==> src/rtl/afr_pkg.sv <==
package afr_pkg;

  typedef enum logic [2:0] {
    ST_IDLE,
    ST_DECIDE,
    ST_WR_L,
    ST_WR_R,
    ST_DRAIN,
    ST_FINISH
  } afr_state_e;

  // a channel counts as filled once its level reaches half the depth
  function automatic logic at_half(input int unsigned level, input int unsigned depth);
    return level >= (depth / 2);
  endfunction

  // true on the final beat of a burst
  function automatic logic burst_end(input int unsigned beat, input int unsigned burst);
    return beat == (burst - 1);
  endfunction

endpackage

==> src/rtl/afr_tx_burst.sv <==
module afr_tx_burst
  import afr_pkg::*;
#(
  parameter int DATA_W = 16,
  parameter int BURST  = 4
) (
  input  logic              clk,
  input  logic              rst_n,
  input  logic              wr_l_act,
  input  logic              wr_r_act,
  input  logic              src_valid,
  input  logic [DATA_W-1:0] src_data,
  output logic              src_ready,
  output logic              tx_l_wr,
  output logic              tx_r_wr,
  output logic [DATA_W-1:0] tx_wdata,
  output logic              burst_last
);
  localparam int CNT_W = (BURST > 1) ? $clog2(BURST) : 1;

  logic [CNT_W-1:0] beat_q;
  logic             active;
  logic             take;

  assign active     = wr_l_act | wr_r_act;
  assign take       = active & src_valid;
  assign burst_last = active && burst_end(32'(beat_q), BURST);

  always_ff @(posedge clk) begin
    if (!rst_n)                    beat_q <= '0;
    else if (!active || burst_last) beat_q <= '0;
    else                            beat_q <= beat_q + 1'b1;
  end

  assign src_ready = active;
  assign tx_l_wr   = wr_l_act;
  assign tx_r_wr   = wr_r_act;
  assign tx_wdata  = take ? src_data : '0;

  assert_one_channel_R2: assert property (@(posedge clk) disable iff (!rst_n)
    !(tx_l_wr && tx_r_wr));

  assert_silence_pad_R4: assert property (@(posedge clk) disable iff (!rst_n)
    ((tx_l_wr || tx_r_wr) && !src_valid) |-> (tx_wdata == '0));

endmodule

==> src/rtl/afr_rx_drain.sv <==
module afr_rx_drain
  import afr_pkg::*;
#(
  parameter int DATA_W = 16,
  parameter int BURST  = 4
) (
  input  logic              clk,
  input  logic              rst_n,
  input  logic              drain_act,
  input  logic              rx_empty,
  input  logic [DATA_W-1:0] rx_rdata,
  input  logic              rec_en,
  output logic              rx_rd,
  output logic              cap_valid,
  output logic [DATA_W-1:0] cap_data,
  output logic              drain_last
);
  localparam int CNT_W = (BURST > 1) ? $clog2(BURST) : 1;

  logic [CNT_W-1:0] reads_q;

  assign rx_rd      = drain_act & ~rx_empty;
  assign drain_last = rx_rd && burst_end(32'(reads_q), BURST);

  always_ff @(posedge clk) begin
    if (!rst_n)          reads_q <= '0;
    else if (drain_last) reads_q <= '0;
    else if (rx_rd)      reads_q <= reads_q + 1'b1;
  end

  assign cap_valid = rx_rd & rec_en;
  assign cap_data  = cap_valid ? rx_rdata : '0;

  assert_read_not_empty_R5: assert property (@(posedge clk) disable iff (!rst_n)
    rx_rd |-> !rx_empty);

  assert_capture_gated_R6: assert property (@(posedge clk) disable iff (!rst_n)
    cap_valid |-> (rec_en && !rx_empty));

endmodule

==> src/rtl/afr_ctrl.sv <==
module afr_ctrl
  import afr_pkg::*;
#(
  parameter int DEPTH = 16,
  parameter int LVL_W = 5
) (
  input  logic             clk,
  input  logic             rst_n,
  input  logic             svc_req,
  input  logic [LVL_W-1:0] tx_l_level,
  input  logic [LVL_W-1:0] tx_r_level,
  input  logic             burst_last,
  input  logic             drain_last,
  input  logic             ovr_flag,
  input  logic             unr_flag,
  output logic             wr_l_act,
  output logic             wr_r_act,
  output logic             drain_act,
  output logic             clr_ovr,
  output logic             clr_unr,
  output logic             done
);
  afr_state_e st_q, st_d;
  logic       skip_r_q, skip_r_d;
  logic       half_l, half_r;
  logic       svc_accept;
  logic       svc_ignored;

  assign half_l      = at_half(32'(tx_l_level), DEPTH);
  assign half_r      = at_half(32'(tx_r_level), DEPTH);
  assign svc_accept  = (st_q == ST_IDLE) && svc_req;
  assign svc_ignored = (st_q != ST_IDLE) && svc_req;

  always_comb begin
    st_d     = st_q;
    skip_r_d = skip_r_q;
    unique case (st_q)
      ST_IDLE:   if (svc_accept) st_d = ST_DECIDE;
      ST_DECIDE: begin
        skip_r_d = half_r;
        if (half_l && half_r) st_d = ST_DRAIN;
        else if (!half_l)     st_d = ST_WR_L;
        else                  st_d = ST_WR_R;
      end
      ST_WR_L:   if (burst_last) st_d = skip_r_q ? ST_DECIDE : ST_WR_R;
      ST_WR_R:   if (burst_last) st_d = ST_DECIDE;
      ST_DRAIN:  if (drain_last) st_d = ST_FINISH;
      ST_FINISH: st_d = ST_IDLE;
      default:   st_d = ST_IDLE;
    endcase
  end

  always_ff @(posedge clk) begin
    if (!rst_n) begin
      st_q     <= ST_IDLE;
      skip_r_q <= 1'b0;
    end else begin
      st_q     <= st_d;
      skip_r_q <= skip_r_d;
    end
  end

  assign wr_l_act  = (st_q == ST_WR_L);
  assign wr_r_act  = (st_q == ST_WR_R);
  assign drain_act = (st_q == ST_DRAIN);
  assign done      = (st_q == ST_FINISH);
  assign clr_ovr   = done & ovr_flag;
  assign clr_unr   = done & unr_flag;

  assert_done_pulse_R8: assert property (@(posedge clk) disable iff (!rst_n)
    done |=> !done);

  assert_busy_ignore_R9: assert property (@(posedge clk) disable iff (!rst_n)
    (svc_ignored && !done) |=> (st_q != ST_IDLE));

  assert_clear_last_R7: assert property (@(posedge clk) disable iff (!rst_n)
    (clr_ovr || clr_unr) |=> (st_q == ST_IDLE));

endmodule

==> src/rtl/afr_refill_seq.sv <==
module afr_refill_seq #(
  parameter int DATA_W = 16,
  parameter int DEPTH  = 16,
  parameter int BURST  = 4,
  parameter int LVL_W  = $clog2(DEPTH + 1)
) (
  input  logic              clk,
  input  logic              rst_n,
  input  logic              svc_req,
  input  logic              rec_en,
  input  logic              src_valid,
  input  logic [DATA_W-1:0] src_data,
  output logic              src_ready,
  input  logic [LVL_W-1:0]  tx_l_level,
  input  logic [LVL_W-1:0]  tx_r_level,
  output logic              tx_l_wr,
  output logic              tx_r_wr,
  output logic [DATA_W-1:0] tx_wdata,
  input  logic              rx_empty,
  input  logic [DATA_W-1:0] rx_rdata,
  output logic              rx_rd,
  output logic              cap_valid,
  output logic [DATA_W-1:0] cap_data,
  input  logic              ovr_flag,
  input  logic              unr_flag,
  output logic              clr_ovr,
  output logic              clr_unr,
  output logic              done
);
  logic wr_l_act, wr_r_act, drain_act;
  logic burst_last, drain_last;

  initial begin
    if (BURST < 2 || DEPTH < 2 * BURST)
      $error("afr_refill_seq: need BURST >= 2 and DEPTH >= 2*BURST");
  end

  afr_ctrl #(.DEPTH(DEPTH), .LVL_W(LVL_W)) u_ctrl (
    .clk        (clk),
    .rst_n      (rst_n),
    .svc_req    (svc_req),
    .tx_l_level (tx_l_level),
    .tx_r_level (tx_r_level),
    .burst_last (burst_last),
    .drain_last (drain_last),
    .ovr_flag   (ovr_flag),
    .unr_flag   (unr_flag),
    .wr_l_act   (wr_l_act),
    .wr_r_act   (wr_r_act),
    .drain_act  (drain_act),
    .clr_ovr    (clr_ovr),
    .clr_unr    (clr_unr),
    .done       (done)
  );

  afr_tx_burst #(.DATA_W(DATA_W), .BURST(BURST)) u_tx (
    .clk        (clk),
    .rst_n      (rst_n),
    .wr_l_act   (wr_l_act),
    .wr_r_act   (wr_r_act),
    .src_valid  (src_valid),
    .src_data   (src_data),
    .src_ready  (src_ready),
    .tx_l_wr    (tx_l_wr),
    .tx_r_wr    (tx_r_wr),
    .tx_wdata   (tx_wdata),
    .burst_last (burst_last)
  );

  afr_rx_drain #(.DATA_W(DATA_W), .BURST(BURST)) u_rx (
    .clk        (clk),
    .rst_n      (rst_n),
    .drain_act  (drain_act),
    .rx_empty   (rx_empty),
    .rx_rdata   (rx_rdata),
    .rec_en     (rec_en),
    .rx_rd      (rx_rd),
    .cap_valid  (cap_valid),
    .cap_data   (cap_data),
    .drain_last (drain_last)
  );

  assert_no_full_write_R3: assert property (@(posedge clk) disable iff (!rst_n)
    (tx_l_wr |-> (32'(tx_l_level) < DEPTH)) and (tx_r_wr |-> (32'(tx_r_level) < DEPTH)));

  assert_no_overlap_R5: assert property (@(posedge clk) disable iff (!rst_n)
    !(rx_rd && (tx_l_wr || tx_r_wr)));

endmodule

==> config.mk <==
export PLATFORM = sky130hd
export DESIGN_NAME = afr_refill_seq
export DESIGN_NICKNAME = d
export VERILOG_FILES = /design/src/rtl/afr_pkg.sv /design/src/rtl/afr_tx_burst.sv /design/src/rtl/afr_rx_drain.sv /design/src/rtl/afr_ctrl.sv /design/src/rtl/afr_refill_seq.sv
export SDC_FILE = /design/constraint.sdc
export NUM_CORES = 1
export LEC_CHECK = 0
export ABC_AREA = 1
export BUFFER_PORTS_ARGS = -buffer_cell sky130_fd_sc_hd__buf_4
export CAP_MARGIN = 20
export CELL_PAD_IN_SITES_DETAIL_PLACEMENT = 1
export CELL_PAD_IN_SITES_GLOBAL_PLACEMENT = 1
export CORE_MARGIN = 10
export CORE_UTILIZATION = 20
export CTS_BUF_LIST = sky130_fd_sc_hd__clkbuf_16
export DETAILED_ROUTE_END_ITERATION = 8
export PLACE_DENSITY = 0.85
export SYNTH_ARGS = -nofsm -noshare
export SYNTH_HDL_FRONTEND = slang
export SYNTH_SLANG_ARGS = --single-unit
==> constraint.sdc <==
create_clock -name clk -period 2.1 [get_ports clk]
set_input_delay 0.42 -clock clk [delete_from_list [all_inputs] [get_ports clk]]
set_output_delay 0.42 -clock clk [all_outputs]
set_load 0.02 [all_outputs]
# Word-level counts from Yosys, hierarchy flattened
# Cells that the tools add are included.
[word_totals]
reg_bits = 8
latchBits = 0
ram_bits = 0
mem_bits_ro = 0
inputBits = 50
output_inout_bits = 40
elab_cells = 47
memories = 0
[classes]
add_sub_neg = 2
multipliers = 0
div = 0
order_cmp = 2
eq_ne = 11
n_shift = 0
n_mux = 10
bitwise = 8
reduce_logical = 10
[op_table]
columns = ["op", "count"]
rows = [
  ["$mux W16", 2],
  ["$mux W3", 5],
  ["$pmux W3 S5", 1],
  ["$ge A5 B4 Y1 const B", 2],
  ["$eq A3 B2 Y1 const B", 2],
  ["$eq A3 B3 Y1 const B", 2],
  ["$ne A2 B2 Y1 const B", 3],
  ["$and A1 B1 Y1", 5],
  ["$add A2 B1 Y2 const B", 2],
  ["$eq A2 B2 Y1 const B", 2],
  ["$logic_and A1 B1 Y1", 4],
  ["$reduce_and A4 Y1", 1],
  ["$reduce_or A2 Y1", 2],
  ["$eq A3 B1 Y1 const B", 1],
  ["$logic_not A3 Y1", 1],
  ["$mux W2", 1],
  ["$ne A2 B1 Y1 const B", 1],
  ["$not A1 Y1", 2],
  ["$logic_not A1 Y1", 1],
  ["$logic_or A1 B1 Y1", 1],
  ["$mux W1", 1],
  ["$or A1 B1 Y1", 1],
]

# Logic depth before layout (Yosys ltp)
[depth]
depth_word = 5
mapped_depth = 8
depth_no_buf = 7

# Hierarchy
# From an unflattened synthesis, not the netlist that was laid out.
[unflattened]
hier_cells = 154
hier_area_um2 = 874.6
[modules_own_cells]
columns = ["mod", "n_inst", "cells_each", "area_per_inst_um2", "seq_area_each_um2"]
rows = [
  ["afr_ctrl", 1, 53, 294.0, 80.1],
  ["afr_rx_drain", 1, 52, 291.5, 40.0],
  ["afr_tx_burst", 1, 49, 289.0, 40.0],
]

# Least setup slack after synthesis
# Ideal clock, no wire load.
[synth_path]
path_kind = "flip-flop to output port"
from = "register u_ctrl.st_q[1]"
to = "output port tx_wdata[10]"
arrival_time_ns = 1.247
t_required_ns = 1.680
setup_slack_ns = 0.433
stages_incl_launch_ff = 6
n_path_buf = 1
cell_sequence = "dfxtp_1 -> inv_1 -> nor2_4 -> nand2_1 -> buf_2 -> nor2_1"
[synth_between]
elab_chain_len = 4
word_cells_on_any_way = 5
cone_classes = "eq/ne: 2; mux: 1; bitwise: 2"
[synth_lines]
columns = ["item", "line", "rtl"]
rows = [
  ["from (decl)", "afr_ctrl.sv:23", "afr_state_e st_q, st_d;"],
  ["from (signal assigned)", "afr_ctrl.sv:58", "st_q <= st_d;"],
  ["$eq A3 B2 Y1 (on tied branches)", "afr_ctrl.sv:63, afr_ctrl.sv:64", ""],
  ["$or A1 B1 Y1 *", "afr_tx_burst.sv:25", "assign active = wr_l_act | wr_r_act;"],
  ["net src_ready", "afr_refill_seq.sv:13", "output logic src_ready,"],
  ["$and A1 B1 Y1 *", "afr_tx_burst.sv:26", "assign take = active & src_valid;"],
  ["$mux W16 *", "afr_tx_burst.sv:38", "assign tx_wdata = take ? src_data : '0;"],
  ["to (decl)", "afr_refill_seq.sv:18", "output logic [DATA_W-1:0] tx_wdata,"],
]
# Mark *: on every way through the listed nets, which the timed path passes. The rest lies on a longest branch.

# Worst setup path in the final report
[layout_path]
from = "register u_ctrl.st_q[1]"
to = "output port cap_data[15]"
[layout_between]
elab_chain_len = 4
[layout_lines]
columns = ["item", "line", "rtl"]
rows = [
  ["$eq A3 B3 Y1", "afr_ctrl.sv:65", "assign drain_act = (st_q == ST_DRAIN);"],
  ["$and A1 B1 Y1", "afr_rx_drain.sv:22", "assign rx_rd = drain_act & ~rx_empty;"],
  ["$and A1 B1 Y1", "afr_rx_drain.sv:31", "assign cap_valid = rx_rd & rec_en;"],
  ["$mux W16", "afr_rx_drain.sv:32", "assign cap_data = cap_valid ? rx_rdata : '0;"],
  ["to (decl)", "afr_refill_seq.sv:23", "output logic [DATA_W-1:0] cap_data,"],
]
# No other way between the ends.

==> impl_metrics.json <==
{
  "vias": 1085,
  "initial_utilization_pct": 20.94,
  "period_minus_slack_ps": 1953,
  "synth-seq-area-share_pct": 20.58,
  "setup_ws_ps": 147.0,
  "final_util_pct": 40.98,
  "syn_area_um2": 778.2,
  "grt_max_degree": 18,
  "status": "complete, no violations",
  "cts-root-buf": "clkbuf_16",
  "criticalPathCategory": "flip-flop to primary output",
  "crit_path_top_delay_cell": "dfxtp_1",
  "cp.buffers_inverters": 3,
  "crit_required_ps": 1680,
  "synth_top_cell_area_share_pct": 24.12,
  "fin_skew_ps": 3.044,
  "grt_pass1_vias": 1143,
  "worst_pin_slew_ps": 297.8,
  "io_buffers": 83,
  "hp-class": "flip-flop to flip-flop",
  "hpwl_um": 2933,
  "drive_above_1_share_pct": 45.58,
  "grt_usage_pct": 9.275,
  "yosys.area.top_type": "inv_1",
  "yosys-top-cells-count": "inv_1, nor2_1, nand2_1",
  "die-area_um2": 6786,
  "area_delta_synth_final_pct": 95.66,
  "fin_nets": 280,
  "rsz0062_at_grt": "false",
  "gr-usage-met1_pct": 10.12,
  "fill_cells": 506,
  "cts.path.max_buffers": 2,
  "gp_congestion": 0.7658,
  "cp_common_cell": "nand2_4",
  "antenna_found_initial": 0,
  "maxSlewHeadroom_pct": 80.08,
  "cap_violations": 0,
  "worst_path_largest_cell_delay_ps": 310,
  "synth_edf_count": 0,
  "power_uw": 1036,
  "use_met3_pct": 5.940,
  "die_h_um": 82.38,
  "startpoint_type": "flip-flop",
  "numCtsBuffers": 3,
  "via_per_inst": 3.960,
  "ant_nets": 0,
  "synth.area.top_cells": "inv_1, dfxtp_1, nor2_1",
  "pin_count": 90,
  "p_per_area_nw_per_um2": 680.2,
  "routed_wl_um": 3259,
  "fin_crit_sh_pct": 93.00,
  "grt-ovfl-total": 0,
  "fin_setup_tns_ps": 0,
  "synth_warnings": 0,
  "drtIter0Drc": 8,
  "yosysMostFrequentCell": "inv_1",
  "drc": 0,
  "clkTransAtPathRegs_ps": 40,
  "drv_slew": 0,
  "cts.sinks": 8,
  "ctsHoldBuffers": 0,
  "pre_cts_slack_ps": 321.5,
  "leakage_uw": 0.0009658,
  "gr-usage-met2_pct": 14.85,
  "peakVddDrop_mv": 0.3622,
  "synth_nets": 194,
  "dieWidth_um": 82.38,
  "cp.arrival_ps": 1530,
  "finalHoldViolations": 0,
  "ys.flop_type": "dfxtp_1",
  "synthArstFlopShare_pct": 0,
  "rrSetupSlack_ps": 880,
  "dpl-instance-area_um2": 1445,
  "final_area_um2": 1523,
  "avgRoutedWirePerCell_um": 11.89,
  "setup_violations": 0,
  "path_max_fanout": 17,
  "ys_ff_latch": 8,
  "cts_htree_levels": 1,
  "cts_tree": "built",
  "max_freq_ghz": 0.5120,
  "ys_types": 19,
  "crit_chain": "inv_1 -> nand2_2 -> nor2_4 -> nand2_4 -> inv_4 -> nand2_4 -> nor2_1 -> buf_4",
  "end_kind": "primary output",
  "grt_busiest_layer": "met2",
  "first_pass_iters": 4,
  "insertion_delay_ps": 230,
  "syn_area_per_cell_um2": 5.481,
  "grt_pass1_wl_um": 5112,
  "syn_inst": 142,
  "floorplan.rows": 22,
  "critPathTopFamily": "simple AND/OR/NAND/NOR gates",
  "coreArea_um2": 3716,
  "diodes": 0
}
==> state kept, by name (all words and copies together), names as in the netlist <==
| name | cells |
|---|---|
| u_ctrl.skip_r_q | 1 |
| u_rx.reads_q | 2 |
| u_ctrl.st_q | 3 |
| u_tx.beat_q | 2 |
==> cells in the final DEF (no fill, tap or decap) <==
master	instances
clkbuf_16	3
inv_4	1
ha_1	2
o211ai_1	1
nand2_1	12
nor2_4	3
inv_2	1
a31oi_1	2
a21oi_1	4
buf_4	83
nor2_1	35
dfxtp_1	8
nand2_2	2
or2_0	1
inv_1	50
nor2_2	8
nand2_4	2
o21ai_0	3
nand3_1	5
==> area by class of cell <==
type / count / area [um^2] / area share, %
repair buffers: 83 / 623.1 / 40.92
clock buffers: 3 / 75.07 / 4.930
inverters: 52 / 197.7 / 12.98
multi-input cells: 80 / 406.6 / 26.71
well taps: 48 / 60.06 / 3.944
flip-flops and latches: 8 / 160.2 / 10.52
==> through the flow <==
step | cells | hold WS (ps)
6_report | 274 | 417.4
5_1_grt | 274 | 448.9
4_1_cts | 274 | 426.6
3_5_place_dp | 271 | 421.7
3_3_place_gp | 271 | 415.0
2_1_floorplan | 142 | 398.3
==> worst paths after layout <==
path / startpoint / to / depth (start not counted)
min reg2reg: u_tx.beat_q[0]$_SDFF_PP0_ / u_tx.beat_q[0]$_SDFF_PP0_ / 1
max reg2reg: u_ctrl.st_q[1]$_SDFFE_PN0P_ / u_rx.reads_q[0]$_SDFFE_PP0P_ / 6
min: u_tx.beat_q[0]$_SDFF_PP0_ / u_tx.beat_q[0]$_SDFF_PP0_ / 1
max: u_ctrl.st_q[1]$_SDFFE_PN0P_ / cap_data[15] / 8
==> where the power goes <==
group,leakage [uW],internal [uW],switching [uW]
Clock,0.0000370,245,71.8
Sequential,0.0000652,187,30.9
Combinational,0.000864,203,297
Total,0.000966,636,400
==> timing repair <==
action                                  in CTS  in global routing
endpoints found under the setup margin       0                 11
setup buffers                                0                  0
gates resized for setup                      0                  1
==> cell families after synthesis <==
group           count (synthesis)  synth area share, %
simple gates                   68                41.64
buf+inv                        54                27.49
compound gates                 10                7.074
flops                           8                20.58
fa+ha+maj                       2                3.215
==> layer usage <==
metal	vias up	part of all wire (%)
met5	-	0
met3	2	19
li1	562	-
met4	0	0.64
met2	69	41
met1	452	39
No activity file was read; power rests on OpenSTA's default activity.
